$ cat src/rtl/alu_pkg.sv
package alu_pkg;

    localparam logic [2:0] OPC_AND = 3'b000;
    localparam logic [2:0] OPC_OR  = 3'b001;
    localparam logic [2:0] OPC_ADD = 3'b010;
    localparam logic [2:0] OPC_SUB = 3'b110;

    // Index into the four-way selector inside a slice
    typedef enum logic [1:0] {
        PICK_AND  = 2'd0,
        PICK_OR   = 2'd1,
        PICK_SUM  = 2'd2,
        PICK_ZERO = 2'd3
    } pick_e;

    typedef struct packed {
        pick_e pick;
        logic  inv_b;
        logic  arith;
    } op_ctl_t;

    typedef struct packed {
        logic res;
        logic co;
    } slice_out_t;

endpackage

$ cat src/rtl/alu_op_decode.sv
module alu_op_decode
    import alu_pkg::*;
(
    input  logic [2:0] op,
    output op_ctl_t    ctl
);

    op_ctl_t ctl_d;

    always_comb begin
        ctl_d = '{pick: PICK_ZERO, inv_b: 1'b0, arith: 1'b0};
        unique case (op)
            OPC_AND: ctl_d.pick = PICK_AND;
            OPC_OR:  ctl_d.pick = PICK_OR;
            OPC_ADD: begin
                ctl_d.pick  = PICK_SUM;
                ctl_d.arith = 1'b1;
            end
            OPC_SUB: begin
                ctl_d.pick  = PICK_SUM;
                ctl_d.inv_b = 1'b1;
                ctl_d.arith = 1'b1;
            end
            default: ctl_d.pick = PICK_ZERO;
        endcase
    end

    assign ctl = ctl_d;

    // A code outside the four defined ones must select the zero path
    always_comb begin
        if (!(op == OPC_AND || op == OPC_OR || op == OPC_ADD || op == OPC_SUB))
            AST_UNDEF_PICKS_ZERO: assert (ctl.pick == PICK_ZERO && !ctl.arith);
    end

endmodule

$ cat src/rtl/alu_bit_slice.sv
module alu_bit_slice
    import alu_pkg::*;
(
    input  logic [2:0] op,
    input  logic       a,
    input  logic       b,
    input  logic       cin,
    output logic       res,
    output logic       cout
);

    op_ctl_t    ctl;
    slice_out_t out_d;
    logic       b_eff;
    logic       fa_sum;
    logic       fa_carry;

    alu_op_decode u_dec (
        .op  (op),
        .ctl (ctl)
    );

    always_comb begin
        b_eff    = b ^ ctl.inv_b;
        fa_sum   = a ^ b_eff ^ cin;
        fa_carry = (a & b_eff) | (a & cin) | (b_eff & cin);
        out_d.res = 1'b0;
        unique case (ctl.pick)
            PICK_AND:  out_d.res = a & b;
            PICK_OR:   out_d.res = a | b;
            PICK_SUM:  out_d.res = fa_sum;
            PICK_ZERO: out_d.res = 1'b0;
            default:   out_d.res = 1'b0;
        endcase
        out_d.co = ctl.arith ? fa_carry : 1'b0;
    end

    assign res  = out_d.res;
    assign cout = out_d.co;

    always_comb begin
        if (op == OPC_AND)
            AST_SLICE_AND: assert (res == (a & b) && !cout);
        if (op == OPC_OR)
            AST_SLICE_OR: assert (res == (a | b) && !cout);
        if (cout)
            AST_SLICE_CARRY_ARITH: assert (op == OPC_ADD || op == OPC_SUB);
        if (!(op == OPC_AND || op == OPC_OR || op == OPC_ADD || op == OPC_SUB))
            AST_SLICE_UNDEF_QUIET: assert (!res && !cout);
    end

endmodule

$ cat src/rtl/alu_ripple32.sv
module alu_ripple32
    import alu_pkg::*;
#(
    parameter int WIDTH = 32
) (
    input  logic [2:0]       op,
    input  logic [WIDTH-1:0] a,
    input  logic [WIDTH-1:0] b,
    output logic [WIDTH-1:0] result,
    output logic             carry_out
);

    localparam int NCARRY = WIDTH + 1;

    logic [NCARRY-1:0] carry;
    logic [WIDTH-1:0]  res_d;

    // The opcode's top bit starts the chain: 1 for subtract, 0 for add
    assign carry[0] = op[2];

    for (genvar i = 0; i < WIDTH; i++) begin : g_slice
        alu_bit_slice u_slice (
            .op   (op),
            .a    (a[i]),
            .b    (b[i]),
            .cin  (carry[i]),
            .res  (res_d[i]),
            .cout (carry[i+1])
        );
    end

    assign result    = res_d;
    assign carry_out = carry[WIDTH];

    always_comb begin
        if (op == OPC_ADD)
            AST_ADD_WORD: assert ({carry_out, result} == ({1'b0, a} + {1'b0, b}));
        if (op == OPC_SUB)
            AST_SUB_WORD: assert (result == WIDTH'(a - b) && carry_out == (a >= b));
        if (op == OPC_OR)
            AST_OR_WORD: assert (result == (a | b) && !carry_out);
        if (op == OPC_AND)
            AST_AND_WORD: assert (result == (a & b) && !carry_out);
    end

endmodule

$ cat config.mk
export PLATFORM = sky130hd
export DESIGN_NAME = alu_ripple32
export DESIGN_NICKNAME = d
export VERILOG_FILES = /design/src/rtl/alu_pkg.sv /design/src/rtl/alu_op_decode.sv /design/src/rtl/alu_bit_slice.sv /design/src/rtl/alu_ripple32.sv
export SDC_FILE = /design/constraint.sdc
export NUM_CORES = 1
export LEC_CHECK = 0
export CORE_ASPECT_RATIO = 1.2
export CORE_MARGIN = 3
export CORE_UTILIZATION = 40
export DETAILED_ROUTE_END_ITERATION = 10
export PLACE_DENSITY_LB_ADDON = 0.25
export SETUP_SLACK_MARGIN = 0.15
export SLEW_MARGIN = 20
export SYNTH_ARGS = -nofsm -noshare
export SYNTH_HDL_FRONTEND = slang
export SYNTH_SLANG_ARGS = --single-unit
$ cat constraint.sdc
create_clock -name vclk -period 44.3
set_input_delay 8.86 -clock vclk [all_inputs]
set_output_delay 8.86 -clock vclk [all_outputs]
set_load 0.01 [all_outputs]
==> impl_metrics.csv, run 1 <==
group,metric,value,unit
sta,final_hold_viol_count,0,
pwr,ir_drop,0.005169,mV
logic_synthesis,synth_top_area_share,29.65,%
route,avgViaCountPerCell,4.945,
logic_synthesis,ys_types,18,
placement,gp_congestion,0.6973,
status,outcome,"completed",
layout,seqCellArea,0,µm²
critical_path,cp_common_cell,"fa_1",
placement,hpwl,3.509,mm
pwr,p_leak,0.001089,µW
route,first_iter_violations,51,
pwr,power,31.50,µW
logic_synthesis,syn_inst,216,
global_routing,antenna_found_initial,0,
critical_path,slowest_delay,0.66,ns
worst_hold_path,hold_class,"input port to output port",
sta,setup_violations,0,
sta,post-route-period-util,80.41,%
critical_path,crit_path_start_kind,"input port",
sta,rsz0062_at_grt,"false",
layout,synthToLayoutAreaGrowth,33.82,%
critical_path,crit_family,"adder cells",
critical_path,crit_fanout,35,
floorplan,rows,28,
sta,max_freq,0.02807,GHz
global_routing,grt_max_degree,60,
logic_synthesis,yosysTopAreaCell,"fa_1",
sta,finalMaxSlewViolations,0,
logic_synthesis,synth_area,0.002161,mm²
floorplan,coreArea,0.005080,mm²
floorplan,ios,100,
route,routed_wl,4.500,mm
placement,place_area,0.002892,mm²
logic_synthesis,synth_nets,315,
global_routing,grt_pass1_vias,1658,
clocking,cts_resized,0,
layout,diodes,0,
layout,fin_nets,370,
route,drcViolationCount,0,
logic_synthesis,yosys_warnings,0,
global_routing,grt_overflow,0,
logic_synthesis,yosys-top-cells-area,"fa_1, maj3_2, buf_4",
layout,drive_gt1_share,12.27,%
critical_path,cp.arrival,26.76,ns
layout,num-fill-cells,477,
logic_synthesis,postSynthAreaPerCell,10.00,µm²
critical_path,cp-end-kind,"output port",
critical_path,critPathBufInv,2,
floorplan,start_util,42.54,%
layout,multi_input_area,0.001794,mm²
route,drtAntennaViolNets,0,
route,dr.pass1.iters,3,
sta,slew_headroom,41.16,%
job,cap_violations,0,
global_routing,track_usage,14.34,%
clocking,post-cts-setup-buffers,0,
critical_path,crit_slowest_cell,"nand3b_4",
sta,finalSetupTns,0,ns
floorplan,die_h,86.52,µm
critical_path,required,35.44,ns
layout,clock_buffers,0,
clocking,postCtsHoldBufs,0,
pwr,power_density,10.89,mW/mm²
route,num_vias,1627,
sta,tightest_slew,0.8816,ns
layout,nFlopsAndLatches,0,
floorplan,die_area,0.006324,mm²
route,wl_per_cell,13.68,µm
global_routing,grt_pass1_wl,7.583,mm
critical_path,crit_type,"input port to output port",
logic_synthesis,ys_seq_area_share,0,%
sta,period_needed,35.62,ns
floorplan,die_x,73.10,µm
placement,portBuffers,100,
layout,fin_area,0.002892,mm²
cell type report:
| type | count | area share [%] |
|---|---|---|
| multi-input cells | 164 | 62.05 |
| repair buffers | 102 | 34.96 |
| well taps | 60 | 2.596 |
| inverters | 3 | 0.3894 |
synth_stat cells, drive strengths merged:
| cell | instances |
|---|---|
| fa | 32 |
| inv | 3 |
| nand3b | 1 |
| and2 | 29 |
| nand2 | 1 |
| buf | 46 |
| nor2 | 3 |
| nand2b | 1 |
| xor2 | 2 |
| clkbuf | 3 |
| maj3 | 32 |
| xnor2 | 30 |
| a22o | 30 |
| o2bb2ai | 2 |
| nor2b | 1 |
worst min-delay path: stages:
cell,delay (ns)
clkdlybuf4s50_1,0.42
inv_1,0.09
fa_1,0.17
nor2_1,0.04
clkdlybuf4s50_1,0.47
final timing paths:
kind | startpoint | endpoint | slack (ns) | depth (start not counted)
setup / recovery | op[0] | result[31] | 8.68 | 68
hold / removal | a[31] | carry_out | 18.91 | 5
metal layers:
layer / vias to the layer above / global-route usage, % / wire, µm
li1: 807 / - / -
met1: 773 / 18.85 / 1819
met2: 47 / 26.44 / 2418
met3: 0 / 1.740 / 262
met4: 0 / 0 / 0
met5: - / 0 / 0
power breakdown:
| group | leakage, µW | switching [µW] | internal, µW |
|---|---|---|---|
| registers | 0 | 0 | 0 |
| logic | 0.00109 | 12.8 | 18.7 |
| clock network | 0 | 0 | 0 |
metrics by stage:
stage	util (%)	std cells	hold slack, ns	setup slack (ns)
2_1_floorplan	-	216	17.90	10.82
3_3_place_gp	56.92	329	18.91	8.625
3_5_place_dp	56.92	329	18.93	8.558
4_1_cts	56.92	329	18.93	8.476
5_1_grt	56.92	329	18.97	7.688
6_report	56.92	329	18.91	8.677
cells in the final DEF (no fill, tap or decap):
cell type	count
a22o_1	30
and2_1	29
buf_2	1
buf_4	2
clkdlybuf4s50_1	99
fa_1	32
inv_1	3
maj3_1	5
maj3_2	27
nand2_1	1
nand2b_1	1
nand3b_4	1
nor2_1	2
nor2_2	1
nor2b_4	1
o2bb2ai_1	2
xnor2_1	30
xor2_1	2
cells by family (layout without fill, tap and decap cells):
group | count (synthesis) | in the layout | share of synthesized area [%]
AOI/OAI and AO/OA | 32 | 32 | 12.97
xor gates and xnor gates | 32 | 32 | 12.97
adders and majority gates | 64 | 64 | 46.03
buffers and inverters | 52 | 105 | 17.43
and+or+nand+nor | 36 | 36 | 10.60
Power figures use the tool's default switching activity.
==> inputs of run 2 (changes only) <==
Clock period 44.3 ns to 29.5 ns, I/O delays scaled along.
==> impl_metrics.csv, run 2 (same netlist as run 1, synthesis figures left out) <==
group,metric,value,unit
job,cap_violations,0,
sta,period_needed,28.47,ns
placement,pre_cts_ws,0.2600,ns
pwr,power_density,16.20,mW/mm²
layout,mostFrequentLayoutCell,"clkdlybuf4s50_1",
placement,portBuffers,100,
sta,fin_ws,1.030,ns
sta,finalSetupTns,0,ns
sta,slew_headroom,59.08,%
placement,gp_congestion,0.7207,
layout,diodes,0,
layout,seqCellArea,0,µm²
sta,rsz0062_at_grt,"false",
critical_path,crit_fanout,2,
critical_path,cp_common_cell,"fa_1",
critical_path,slowest_delay,0.50,ns
floorplan,die_x,73.10,µm
pwr,p_leak,0.001153,µW
global_routing,grt_overflow,0,
layout,fin_nets,377,
worst_hold_path,hold_start,"op[1]",
critical_path,crit_path_start_kind,"input port",
layout,clock_buffers,0,
route,num_vias,1675,
critical_path,cp-end-kind,"output port",
layout,final_cell_mix,"clkdlybuf4s50_1, fa_1, xnor2_1, a22o_1, and2_1",
floorplan,ios,100,
global_routing,grt_pass1_vias,1692,
status,outcome,"completed",
route,drtAntennaViolNets,0,
worst_hold_path,hold_class,"input port to output port",
critical_path,required,23.60,ns
worst_hold_path,worstHoldPathCells,4,
global_routing,antenna_found_initial,0,
route,wl_per_cell,13.87,µm
layout,synthToLayoutAreaGrowth,36.77,%
sta,post-route-period-util,96.51,%
pwr,ir_drop,0.006943,mV
sta,max_freq,0.03512,GHz
floorplan,die_h,86.52,µm
route,drcViolationCount,0,
route,first_iter_violations,50,
sta,tightest_slew,0.6131,ns
route,avgViaCountPerCell,4.985,
floorplan,start_util,42.54,%
floorplan,rows,28,
floorplan,die_area,0.006324,mm²
route,routed_wl,4.659,mm
sta,finalMaxSlewViolations,0,
floorplan,coreArea,0.005080,mm²
layout,drive_gt1_share,14.49,%
sta,final_hold_viol_count,0,
critical_path,cp.arrival,22.57,ns
route,dr.pass1.iters,4,
sta,setup_violations,0,
global_routing,grt_pass1_wl,7.507,mm
critical_path,crit_type,"input port to output port",
layout,nFlopsAndLatches,0,
placement,hpwl,3.629,mm
critical_path,crit_family,"adder cells",
global_routing,grt_max_degree,59,
worst_hold_path,holdPathEnd,"result[31]",
critical_path,crit_slowest_cell,"clkdlybuf4s50_1",
global_routing,track_usage,14.43,%
critical_path,critPathBufInv,2,
-- run 2: cell count changes in the layout (fill, tap and decap cells not counted) --
cell / change
buf_4: +6
buf_6: +1
clkdlybuf4s50_1: -3
dlymetal6s2s_1: +3
-- run 2: worst min-delay path, stage by stage --
cell and delay [ns]:
dlymetal6s2s_1 0.18, nand2b_1 0.17, o2bb2ai_1 0.07, dlymetal6s2s_1 0.17
-- run 2: final cells by class --
| type | count | area (µm²) |
|---|---|---|
| fill | 482 | 2125 |
| inverter | 3 | 11.26 |
| multi-input combinational | 164 | 1794 |
| tap | 60 | 75.07 |
| timing repair buffer | 109 | 1075 |
-- run 2: repair_timing --
item	in CTS	in global routing
resized for setup	0	4
hold endpoints to repair	0	0
buffers inserted	0	4
hold buffers	0	0
setup endpoints to repair	0	3
-- run 2: how the worst max path moves through the flow --
stage | start | to | cells after the start
2_1_floorplan | op[0] | result[31] | 68
3_3_place_gp | op[1] | result[31] | 68
3_5_place_dp | op[1] | result[31] | 68
4_1_cts | op[1] | result[31] | 68
5_1_grt | b[0] | result[31] | 67
6_report | b[0] | result[31] | 67
-- run 2: stage by stage --
step / hold slack (ns) / instance area (µm²) / utilization (%) / std cells / total power [µW]
6_report: 12.39 / 2955 / 58.18 / 336 / 47.87
5_1_grt: 12.46 / 2955 / 58.18 / 336 / 53.36
4_1_cts: 13.01 / 2914 / 57.36 / 332 / 48.52
3_5_place_dp: 13.01 / 2914 / 57.36 / 332 / 48.30
3_3_place_gp: 13.00 / 2914 / 57.36 / 332 / 47.60
2_1_floorplan: 11.98 / 2161 / - / 216 / 31.02
-- run 2: routing by layer --
layer	global-route usage, %	vias to the layer above	wire, µm
met3	1.972	0	332
met2	26.77	47	2404
met5	0	-	0
li1	-	819	-
met4	0	0	0
met1	18.66	809	1921
-- run 2: power breakdown --
part / internal, µW / switching [µW]
Clock: 0 / 0
Combinational: 28.6 / 19.3
Sequential: 0 / 0
==> inputs of run 3 (changes only) <==
Settings changed: CORE_ASPECT_RATIO 1.2 to 0.75.
==> impl_metrics.csv, run 3 (same netlist as run 1, synthesis figures left out) <==
group,metric,value,unit
clocking,post-cts-setup-buffers,0,
layout,diodes,0,
global_routing,grt_max_degree,59,
critical_path,cp-end-kind,"output port",
layout,stdcell_count,343,
sta,max_freq,0.03519,GHz
layout,final_cell_mix,"clkdlybuf4s50_1, fa_1, xnor2_1, a22o_1, and2_1",
route,num_vias,1661,
floorplan,start_util,42.66,%
layout,fin_nets,372,
floorplan,die_x,90.87,µm
layout,synthToLayoutAreaGrowth,35.78,%
placement,dp_cells,343,
critical_path,slowest_delay,0.53,ns
pwr,ir_drop,0.007723,mV
sta,tightest_slew,0.5197,ns
critical_path,crit_fanout,4,
global_routing,grt_pass1_vias,1762,
placement,pre_cts_ws,0.3161,ns
worst_hold_path,hold_class,"input port to output port",
floorplan,ios,100,
job,cap_violations,0,
global_routing,gr-usage-met1,20.37,%
sta,post-route-period-util,96.32,%
sta,rsz0062_at_grt,"false",
critical_path,cp_common_cell,"fa_1",
floorplan,coreArea,0.005065,mm²
critical_path,crit_type,"input port to output port",
pwr,power_density,16.33,mW/mm²
global_routing,antenna_found_initial,0,
layout,final_core_util,57.93,%
global_routing,grt_overflow,0,
pwr,p_leak,0.001127,µW
placement,gp_congestion,0.6848,
placement,hpwl,3.743,mm
critical_path,crit_path_start_kind,"input port",
layout,mostFrequentLayoutCell,"clkdlybuf4s50_1",
critical_path,crit_slowest_cell,"clkdlybuf4s50_1",
critical_path,cp.arrival,22.51,ns
status,outcome,"completed",
layout,drive_gt1_share,14.02,%
route,drtAntennaViolNets,0,
layout,seqCellArea,0,µm²
route,avgViaCountPerCell,4.843,
global_routing,grt_busiest_layer,"met2",
route,first_iter_violations,59,
sta,final_hold_viol_count,0,
route,routed_wl,4.873,mm
placement,portBuffers,100,
sta,setup_violations,0,
route,dr.pass1.iters,4,
sta,period_needed,28.41,ns
sta,fin_ws,1.086,ns
route,wl_per_cell,14.21,µm
global_routing,grt_pass1_wl,8.238,mm
layout,clock_buffers,0,
sta,finalMaxSlewViolations,0,
global_routing,track_usage,15.23,%
sta,slew_headroom,65.35,%
global_routing,grt_util_met2,26.29,%
floorplan,die_area,0.006329,mm²
critical_path,required,23.60,ns
layout,nFlopsAndLatches,0,
floorplan,rows,22,
sta,finalSetupTns,0,ns
floorplan,die_h,69.65,µm
route,drcViolationCount,0,
global_routing,grt_use_met3,4.121,%
-- run 3: cell count changes in the layout (fill, tap and decap cells not counted) --
cell / before / now
buf_2: 1 / 2
fa_2: 0 / 1
buf_6: 1 / 0
clkdlybuf4s50_1: 96 / 95
buf_4: 8 / 4
xor2_2: 0 / 1
fa_1: 32 / 31
xor2_1: 2 / 1
-- run 3: what timing repair did --
| action | in CTS | in global routing |
|---|---|---|
| setup endpoints to repair | 0 | 3 |
| gates resized for setup | 0 | 8 |
| endpoints found under the hold margin | 0 | 0 |
| hold buffers | 0 | 0 |
-- run 3: final cells by class --
cell class	count	area [µm²]
fillers	475	2131
inverters	3	11.26
multi-input cells	164	1804
well taps	72	90.09
repair buffers	104	1028
-- run 3: stage by stage --
| stage | cell area, µm² | hold WS [ns] | power (µW) |
|---|---|---|---|
| floorplan | 2161 | 11.98 | 31.02 |
| global placement | 2922 | 12.64 | 47.47 |
| detailed placement | 2922 | 12.64 | 48.64 |
| CTS | 2922 | 12.64 | 48.82 |
| global route | 2934 | 12.36 | 53.41 |
| finish | 2934 | 12.29 | 47.92 |
-- run 3: power by group --
group	switching, µW	internal (µW)	leakage (µW)	total, µW
sequential	0	0	0	0
combinational	19.6	28.3	0.00113	47.9
clock	0	0	0	0
total	19.6	28.3	0.00113	47.9
-- run 3: worst paths after layout --
path / from / endpoint / depth (start not counted)
setup / recovery: op[1] / result[30] / 66
hold / removal: op[0] / result[31] / 4
-- run 3: routing by layer --
layer / vias up / share of wire [%]
li1: 813 / -
met1: 789 / 44
met2: 59 / 47
met3: 0 / 9.0
met4: 0 / 0
met5: - / 0
-- run 3: critical path, delay by kind of cell --
family                     cells  cell delay (ns)
adders and majority gates     31            10.80
and+or+nand+nor               31             4.70
buffers and inverters          2             0.73
xor gates and xnor gates       1             0.19
AOI/OAI and AO/OA              1             0.13
